<file path="src/rtl/frt_pkg.sv">
package frt_pkg;

  // True when the prescaler count has reached the last pulse of a 2^sel group.
  function automatic logic presc_hit(input int unsigned pre, input int unsigned sel);
    int unsigned msk;
    msk = (32'd1 << sel) - 32'd1;
    return (pre & msk) == msk;
  endfunction

  // True when a w-bit value holds its all-ones top value.
  function automatic logic is_top(input logic [63:0] v, input int unsigned w);
    return v == ((64'd1 << w) - 64'd1);
  endfunction

endpackage

</file>
<file path="src/rtl/frt_tick_sync.sv">
module frt_tick_sync #(
  parameter int SYNC_STAGES = 2
) (
  input  logic clk,
  input  logic rst_n,
  input  logic src_sel,
  input  logic slow_clk,
  output logic tick
);
  logic              half_q;
  logic              src_raw;
  logic [SYNC_STAGES:0] chain_q;

  always_ff @(posedge clk or negedge rst_n) begin
    if (!rst_n) half_q <= 1'b0;
    else        half_q <= ~half_q;
  end

  assign src_raw = src_sel ? slow_clk : half_q;

  always_ff @(posedge clk or negedge rst_n) begin
    if (!rst_n) chain_q <= '0;
    else        chain_q <= {chain_q[SYNC_STAGES-1:0], src_raw};
  end

  // One pulse per rising edge after the synchroniser stages.
  assign tick = chain_q[SYNC_STAGES-1] & ~chain_q[SYNC_STAGES];
endmodule

</file>
<file path="src/rtl/frt_prescale.sv">
module frt_prescale #(
  parameter int SEL_W = 3
) (
  input  logic             clk,
  input  logic             rst_n,
  input  logic             clr,
  input  logic             adv,
  input  logic [SEL_W-1:0] sel,
  output logic             step
);
  localparam int PRE_W = (1 << SEL_W) - 1;
  logic [PRE_W-1:0] pre_q;

  always_ff @(posedge clk or negedge rst_n) begin
    if (!rst_n)   pre_q <= '0;
    else if (clr) pre_q <= '0;
    else if (adv) pre_q <= pre_q + 1'b1;
  end

  assign step = adv && frt_pkg::presc_hit(32'(pre_q), 32'(sel));
endmodule

</file>
<file path="src/rtl/frt_counter.sv">
module frt_counter #(
  parameter int DATA_W = 8
) (
  input  logic                clk,
  input  logic                rst_n,
  input  logic                step,
  input  logic                wr_lo,
  input  logic                wr_hi,
  input  logic                rd_hi,
  input  logic                acc_lo,
  input  logic [DATA_W-1:0]   wdata,
  output logic [2*DATA_W-1:0] count,
  output logic [DATA_W-1:0]   lo_snap,
  output logic                hold,
  output logic                wrap
);
  localparam int CNT_W = 2 * DATA_W;
  logic [CNT_W-1:0]  cnt_q;
  logic [DATA_W-1:0] snap_q;
  logic              hold_q;
  logic              any_wr;

  assign any_wr = wr_lo | wr_hi;

  always_ff @(posedge clk or negedge rst_n) begin
    if (!rst_n) begin
      cnt_q <= '0;
    end else if (any_wr) begin
      if (wr_lo) cnt_q[DATA_W-1:0]     <= wdata;
      if (wr_hi) cnt_q[CNT_W-1:DATA_W] <= wdata;
    end else if (step) begin
      cnt_q <= cnt_q + 1'b1;
    end
  end

  always_ff @(posedge clk or negedge rst_n) begin
    if (!rst_n)                hold_q <= 1'b0;
    else if (wr_hi || rd_hi)   hold_q <= 1'b1;
    else if (acc_lo)           hold_q <= 1'b0;
  end

  always_ff @(posedge clk or negedge rst_n) begin
    if (!rst_n)     snap_q <= '0;
    else if (rd_hi) snap_q <= cnt_q[DATA_W-1:0];
  end

  assign wrap    = step && !any_wr && frt_pkg::is_top(64'(cnt_q), CNT_W);
  assign count   = cnt_q;
  assign lo_snap = snap_q;
  assign hold    = hold_q;

  assert_count_plus_one_R2: assert property (@(posedge clk) disable iff (!rst_n)
    (step && !any_wr) |=> cnt_q == $past(cnt_q) + 1'b1);

  assert_hold_freezes_R6: assert property (@(posedge clk) disable iff (!rst_n)
    (hold_q && !any_wr) |=> $stable(cnt_q));
endmodule

</file>
<file path="src/rtl/free_run_timer.sv">
module free_run_timer #(
  parameter int          DATA_W      = 8,
  parameter int          PRE_SEL_W   = 3,
  parameter int          SYNC_STAGES = 2,
  parameter logic [7:0]  ADDR_FLAG   = 8'h11,
  parameter logic [7:0]  ADDR_LO     = 8'h1A,
  parameter logic [7:0]  ADDR_HI     = 8'h1B,
  parameter logic [7:0]  ADDR_SNAP   = 8'h1C,
  parameter logic [7:0]  ADDR_EN     = 8'h80,
  parameter logic [7:0]  ADDR_IE     = 8'h81,
  parameter logic [7:0]  ADDR_CTRL   = 8'h94
) (
  input  logic              clk,
  input  logic              rst_n,
  input  logic              slow_clk,
  input  logic [7:0]        bus_addr,
  input  logic              bus_wr,
  input  logic              bus_rd,
  input  logic [DATA_W-1:0] bus_wdata,
  output logic [DATA_W-1:0] bus_rdata,
  output logic              irq
);
  localparam int CNT_W   = 2 * DATA_W;
  localparam int GIE_BIT = DATA_W - 1;

  logic                 en_q, src_q, ovf_ie_q, gie_q, ovf_flag_q;
  logic [PRE_SEL_W-1:0] psel_q;
  logic                 sel_flag, sel_lo, sel_hi, sel_snap, sel_en, sel_ie, sel_ctrl;
  logic                 wr_lo, wr_hi, rd_hi, acc_lo, clr_flag;
  logic                 tick, step, run, wrap, hold;
  logic [CNT_W-1:0]     count;
  logic [DATA_W-1:0]    lo_snap;

  assign sel_flag = bus_addr == ADDR_FLAG;
  assign sel_lo   = bus_addr == ADDR_LO;
  assign sel_hi   = bus_addr == ADDR_HI;
  assign sel_snap = bus_addr == ADDR_SNAP;
  assign sel_en   = bus_addr == ADDR_EN;
  assign sel_ie   = bus_addr == ADDR_IE;
  assign sel_ctrl = bus_addr == ADDR_CTRL;

  assign wr_lo    = bus_wr && sel_lo;
  assign wr_hi    = bus_wr && sel_hi;
  assign rd_hi    = bus_rd && sel_hi;
  assign acc_lo   = (bus_wr || bus_rd) && sel_lo;
  assign clr_flag = bus_wr && sel_flag && !bus_wdata[0];

  // Counting stops in the very cycle of a high-byte access.
  assign run = en_q && !hold && !(wr_hi || rd_hi);

  frt_tick_sync #(.SYNC_STAGES(SYNC_STAGES)) u_sync (
    .clk(clk), .rst_n(rst_n), .src_sel(src_q), .slow_clk(slow_clk), .tick(tick)
  );

  frt_prescale #(.SEL_W(PRE_SEL_W)) u_pre (
    .clk(clk), .rst_n(rst_n), .clr(!en_q), .adv(tick && run), .sel(psel_q), .step(step)
  );

  frt_counter #(.DATA_W(DATA_W)) u_cnt (
    .clk(clk), .rst_n(rst_n), .step(step), .wr_lo(wr_lo), .wr_hi(wr_hi),
    .rd_hi(rd_hi), .acc_lo(acc_lo), .wdata(bus_wdata), .count(count),
    .lo_snap(lo_snap), .hold(hold), .wrap(wrap)
  );

  always_ff @(posedge clk or negedge rst_n) begin
    if (!rst_n) begin
      en_q     <= 1'b0;
      src_q    <= 1'b0;
      psel_q   <= '0;
      ovf_ie_q <= 1'b0;
      gie_q    <= 1'b0;
    end else if (bus_wr) begin
      if (sel_en) en_q <= bus_wdata[0];
      if (sel_ie) begin
        ovf_ie_q <= bus_wdata[0];
        gie_q    <= bus_wdata[GIE_BIT];
      end
      if (sel_ctrl) begin
        src_q  <= bus_wdata[0];
        psel_q <= bus_wdata[PRE_SEL_W:1];
      end
    end
  end

  always_ff @(posedge clk or negedge rst_n) begin
    if (!rst_n)        ovf_flag_q <= 1'b0;
    else if (wrap)     ovf_flag_q <= 1'b1;
    else if (clr_flag) ovf_flag_q <= 1'b0;
  end

  assign irq = ovf_flag_q && ovf_ie_q && gie_q;

  always_comb begin
    bus_rdata = '0;
    if (sel_flag)      bus_rdata[0] = ovf_flag_q;
    else if (sel_lo)   bus_rdata = count[DATA_W-1:0];
    else if (sel_hi)   bus_rdata = count[CNT_W-1:DATA_W];
    else if (sel_snap) bus_rdata = lo_snap;
    else if (sel_en)   bus_rdata[0] = en_q;
    else if (sel_ie) begin
      bus_rdata[0]       = ovf_ie_q;
      bus_rdata[GIE_BIT] = gie_q;
    end else if (sel_ctrl) begin
      bus_rdata[0]           = src_q;
      bus_rdata[PRE_SEL_W:1] = psel_q;
    end
  end

  assert_step_needs_tick_R4: assert property (@(posedge clk) disable iff (!rst_n)
    step |-> tick);

  assert_disabled_idle_R5: assert property (@(posedge clk) disable iff (!rst_n)
    (!en_q && !wr_lo && !wr_hi) |=> $stable(count));

  assert_wrap_sets_flag_R9: assert property (@(posedge clk) disable iff (!rst_n)
    wrap |=> ovf_flag_q);

  assert_flag_clear_R9: assert property (@(posedge clk) disable iff (!rst_n)
    (clr_flag && !wrap) |=> !ovf_flag_q);
endmodule

</file>
<file path="config.mk">
export PLATFORM = sky130hd
export DESIGN_NAME = free_run_timer
export DESIGN_NICKNAME = d
export VERILOG_FILES = /design/src/rtl/frt_pkg.sv /design/src/rtl/frt_tick_sync.sv /design/src/rtl/frt_prescale.sv /design/src/rtl/frt_counter.sv /design/src/rtl/free_run_timer.sv
export SDC_FILE = /design/constraint.sdc
export NUM_CORES = 1
export LEC_CHECK = 0
export BUFFER_PORTS_ARGS = -buffer_cell sky130_fd_sc_hd__buf_2
export CORE_ASPECT_RATIO = 0.8
export CORE_UTILIZATION = 48
export CTS_CLUSTER_SIZE = 24
export DETAILED_ROUTE_END_ITERATION = 12
export PLACE_DENSITY = 0.7
export SLEW_MARGIN = 25
export SYNTH_ARGS = -nofsm -noshare
export SYNTH_HDL_FRONTEND = slang
export SYNTH_HIERARCHICAL = 1
export SYNTH_SLANG_ARGS = --single-unit
</file>
<file path="constraint.sdc">
create_clock -name clk -period 2.3 [get_ports clk]
set_input_delay 0.69 -clock clk [delete_from_list [all_inputs] [get_ports clk]]
set_output_delay 0.69 -clock clk [all_outputs]
set_load 0.02 [all_outputs]
</file>
==> metrics.csv <==
stage,metric,value,unit
run_status,run status,finished with violations,
run_status,violations in the final reports,setup timing,
timing,final-report max-slew violation count,0,
placement,worst setup slack after placement,-613,ps
pwr,power density over the cells,408,mW/mm²
pwr,part of the power in combinational logic,16.0,%
worst_setup_path,worst setup path class,primary input to output port,
logic_synthesis,proportion of synthesized flip-flops having asynchronous set or reset,100,%
worst_setup_path,CP max stage delay,560,ps
pwr,Switch Pwr,0.464,mW
grt,number of antenna violations at the first check in global routing,0,
logic_synthesis,cell types occupying the most area after synthesis,"dfrtp_1 40%, nand2_1 4.6%, o21ai_0 4.3%",
worst_setup_path,WP buf/inv,2,
worst_setup_path,Most common cell on crit path,buf_6,
logic_synthesis,predominant post-synthesis flop cell,dfrtp_1,
pwr,P_leak,1.88,nW
clock_tree,clock latency of the later-clocked register in the worst-skew pair,310,ps
timing,Setup Skew,9.01,ps
logic_synthesis,most common cell in the netlist,dfrtp_1,
route,DR DRC count,0,
grt,aggregate global-route resource usage,32.0,%
timing,final worst path period need,2800,ps
floorplan,die width,87.1,µm
worst_setup_path,r2r setup slk,-430,ps
timing,highest clock rate,0.357,GHz
logic_synthesis,top cell type by total area after synthesis,dfrtp_1,
floorplan,total core area,0.00553,mm²
logic_synthesis,Post-synth EDFFs,0,
logic_synthesis,number of nets in the synthesized netlist,324,
logic_synthesis,post-synthesis cell type count,59,
worst_setup_path,critical path arrival,2110,ps
route,number of iterations in the first detailed-routing pass,4,
worst_setup_path,source of the worst register-to-register timing path,psel_q[1],
layout,Multi-input gate area,0.00200,mm²
clock_tree,post-cts hold buffer count,0,
worst_setup_path,Crit path required time,1610,ps
worst_setup_path,maximum fanout encountered on the critical timing path,3,
timing,headroom to the max-slew limit,65.6,%
pwr,switching share of power,27.1,%
floorplan,die outline height,70.1,µm
route,total via count after detailed routing,2854,
layout,number of antenna repair diodes,0,
timing,setup repair after global routing missed its margin,true,
worst_setup_path,CP endpoint kind,output port,
logic_synthesis,Syn Inst Count,299,
placement,number of I/O port buffers,29,
worst_setup_path,slowest library cell on the worst path,or4b_4,
placement,Placer Congestion,0.920,
route,final routed wire length divided by cell count,19.4,µm
logic_synthesis,leading post-synthesis cells by instance count,"44 x dfrtp_1, 34 x nand2_1, 24 x o21ai_0",
layout,Seq. cell area,0.00110,mm²
placement,instance area at placement,0.00357,mm²
layout,proportion of layout cells with a drive suffix above 1,48.6,%
layout,Layout Utilization,76.0,%
layout,fill cell instance count of the final layout,388,
hold_path,worst min-delay path class,primary input to async pin,
job,number of max-cap violations,0,
layout,number of nets at the end of the flow,419,
clock_tree,number of H-tree levels,2,
clock_tree,number of clock sinks,44,
placement,post-DP HPWL,6110,µm
floorplan,effective utilization at floorplan,50.3,%
worst_setup_path,worst reg2reg endpoint,u_cnt/count[13],
worst_setup_path,startpoint of the worst setup timing path,bus_addr[0],
timing,slew at the pin closest to its max-slew limit,513,ps
floorplan,number of rows created at floorplan,24,
logic_synthesis,"FF+latch count, synth",44,
floorplan,die area,0.00610,mm²
route,vias per cell,6.03,
logic_synthesis,sequential element share of the synthesized area,39.6,%
timing,setup violators final,25,
grt,global-route wire length before repair,14700,µm
grt,number of global-route vias before repair,2817,
timing,count of final hold-check violations,0,
pwr,worst voltage drop across the vdd grid,0.227,mV
worst_setup_path,crit-path leading delay family,simple AND/OR/NAND/NOR gates,
pwr,Power Internal,1.25,mW
layout,summed area of non-filler cells in the final layout,0.00420,mm²
route,total wirelength of the detailed-routed design,9200,µm
grt,Congestion Overflow GR,0,
clock_tree,CTS clock-pin slew for the worst setup and hold paths,90,ps
grt,largest net degree at the start of global routing,29,
logic_synthesis,count of yosys warnings during synthesis,6,
logic_synthesis,combined area of all synthesized cells,0.00278,mm²
route,number of antenna-violating nets in the routed design,0,
worst_setup_path,CP Cell Sequence,buf_6 -> or4b_4 -> nor4_4 -> nand2_1 -> a32oi_4 -> buf_6,
clock_tree,total clock buffers created by CTS,5,
pwr,fraction of power consumed by sequential logic,48.4,%
logic_synthesis,area share of the largest cell type after synthesis,39.6,%
logic_synthesis,Avg Synthesized Cell Area,9.29,µm²
clock_tree,CTS max path bufs,2,
layout,relative area change from synthesis to final layout,51.1,%
worst_setup_path,critical path startpoint category,primary input,
clock_tree,CTS tree,built,
clock_tree,CTS root buffer,clkbuf_8,
route,First DRT Iteration DRCs,210,
timing,worst-case setup margin in the final layout,-502,ps
floorplan,count of pins on the block boundary,30,
worst_setup_path,worst reg2reg path depth,10,
timing,period utilisation layout,122,%
pwr,clock power share,35.5,%
==> cells in the final DEF (no fill, tap or decap), types with 6 or more instances in the layout <==
| cell type | instances |
|---|---|
| inv_1 | 9 |
| nand3_1 | 8 |
| nand2_1 | 29 |
| mux2_2 | 10 |
| buf_2 | 16 |
| buf_4 | 56 |
| nor2_1 | 19 |
| a21oi_2 | 7 |
| o21ai_0 | 18 |
| buf_6 | 24 |
| dfrtp_1 | 44 |
| nand4_1 | 6 |
==> sequential cells by signal, summed over array words and instances, names as in the netlist <==
register,count
src_q,1
en_q,1
u_sync/chain_q,3
u_sync/half_q,1
u_cnt/count,16
u_cnt/lo_snap,8
u_cnt/hold,1
ovf_ie_q,1
gie_q,1
u_pre/pre_q,7
ovf_flag_q,1
psel_q,3
==> logic make-up (layout without fill, tap and decap cells) <==
kind of cell / count (synthesis) / count (layout) / share of synthesized area, %
AND/OR/NAND/NOR: 127 / 128 / 27.0
AO/OA/AOI/OAI: 70 / 70 / 16.3
flip-flops: 44 / 44 / 39.6
buffers and inverters: 24 / 119 / 3.51
multiplexers: 21 / 21 / 8.96
XOR/XNOR: 9 / 9 / 2.84
adder cells (fa/ha/maj): 4 / 4 / 1.80
==> how the worst max path moves through the flow <==
stage | end | slack (ps) | cells past startpoint
6_report | bus_rdata[3] | -500 | 6
3_5_place_dp | u_cnt/count[13] | -610 | 11
5_1_grt | bus_rdata[0] | -570 | 7
3_3_place_gp | u_cnt/count[14] | -530 | 11
2_1_floorplan | u_cnt/count[14] | -380 | 11
4_1_cts | bus_rdata[0] | -520 | 7
==> power by group through the flow <==
stage | registers (mW) | logic (mW) | clock network [mW]
3_5_place_dp | 0.840 | 0.218 | 0
3_3_place_gp | 0.838 | 0.212 | 0
4_1_cts | 0.827 | 0.261 | 0.611
5_1_grt | 0.833 | 0.294 | 0.646
6_report | 0.830 | 0.275 | 0.609
2_1_floorplan | 0.832 | 0.103 | 0
==> layout make-up <==
cell class | instances | area share, %
inverters | 11 | 0.984
flip-flops and latches | 44 | 26.2
repair buffers | 100 | 20.3
clock buffers | 6 | 1.73
multi-input cells | 232 | 47.6
clock inverters | 2 | 0.835
well taps | 78 | 2.32
==> stage by stage <==
stage                     cells  hold WS (ps)  setup TNS, ps  total power, mW
after floorplan             299           331          -5260            0.935
after global placement      450           332         -11510             1.05
after detailed placement    450           338         -13450             1.06
after CTS                   475           331          -7770             1.70
after global routing        473           337         -11360             1.77
final                       473           309          -8980             1.71
==> metal layers <==
metal  routed length (µm)  GRT usage (%)
met5                    0              0
met2                 4200           47.8
met4                  165           9.07
met3                  601           5.67
met1                 4230           47.3
==> repair_timing <==
item                       in CTS  in global routing
pin swaps                      30                 21
resized for setup              74                 20
setup endpoints to repair      25                 31
cloned                          1                  0
setup buffers                  16                  3
Power figures use the tool's default switching activity.
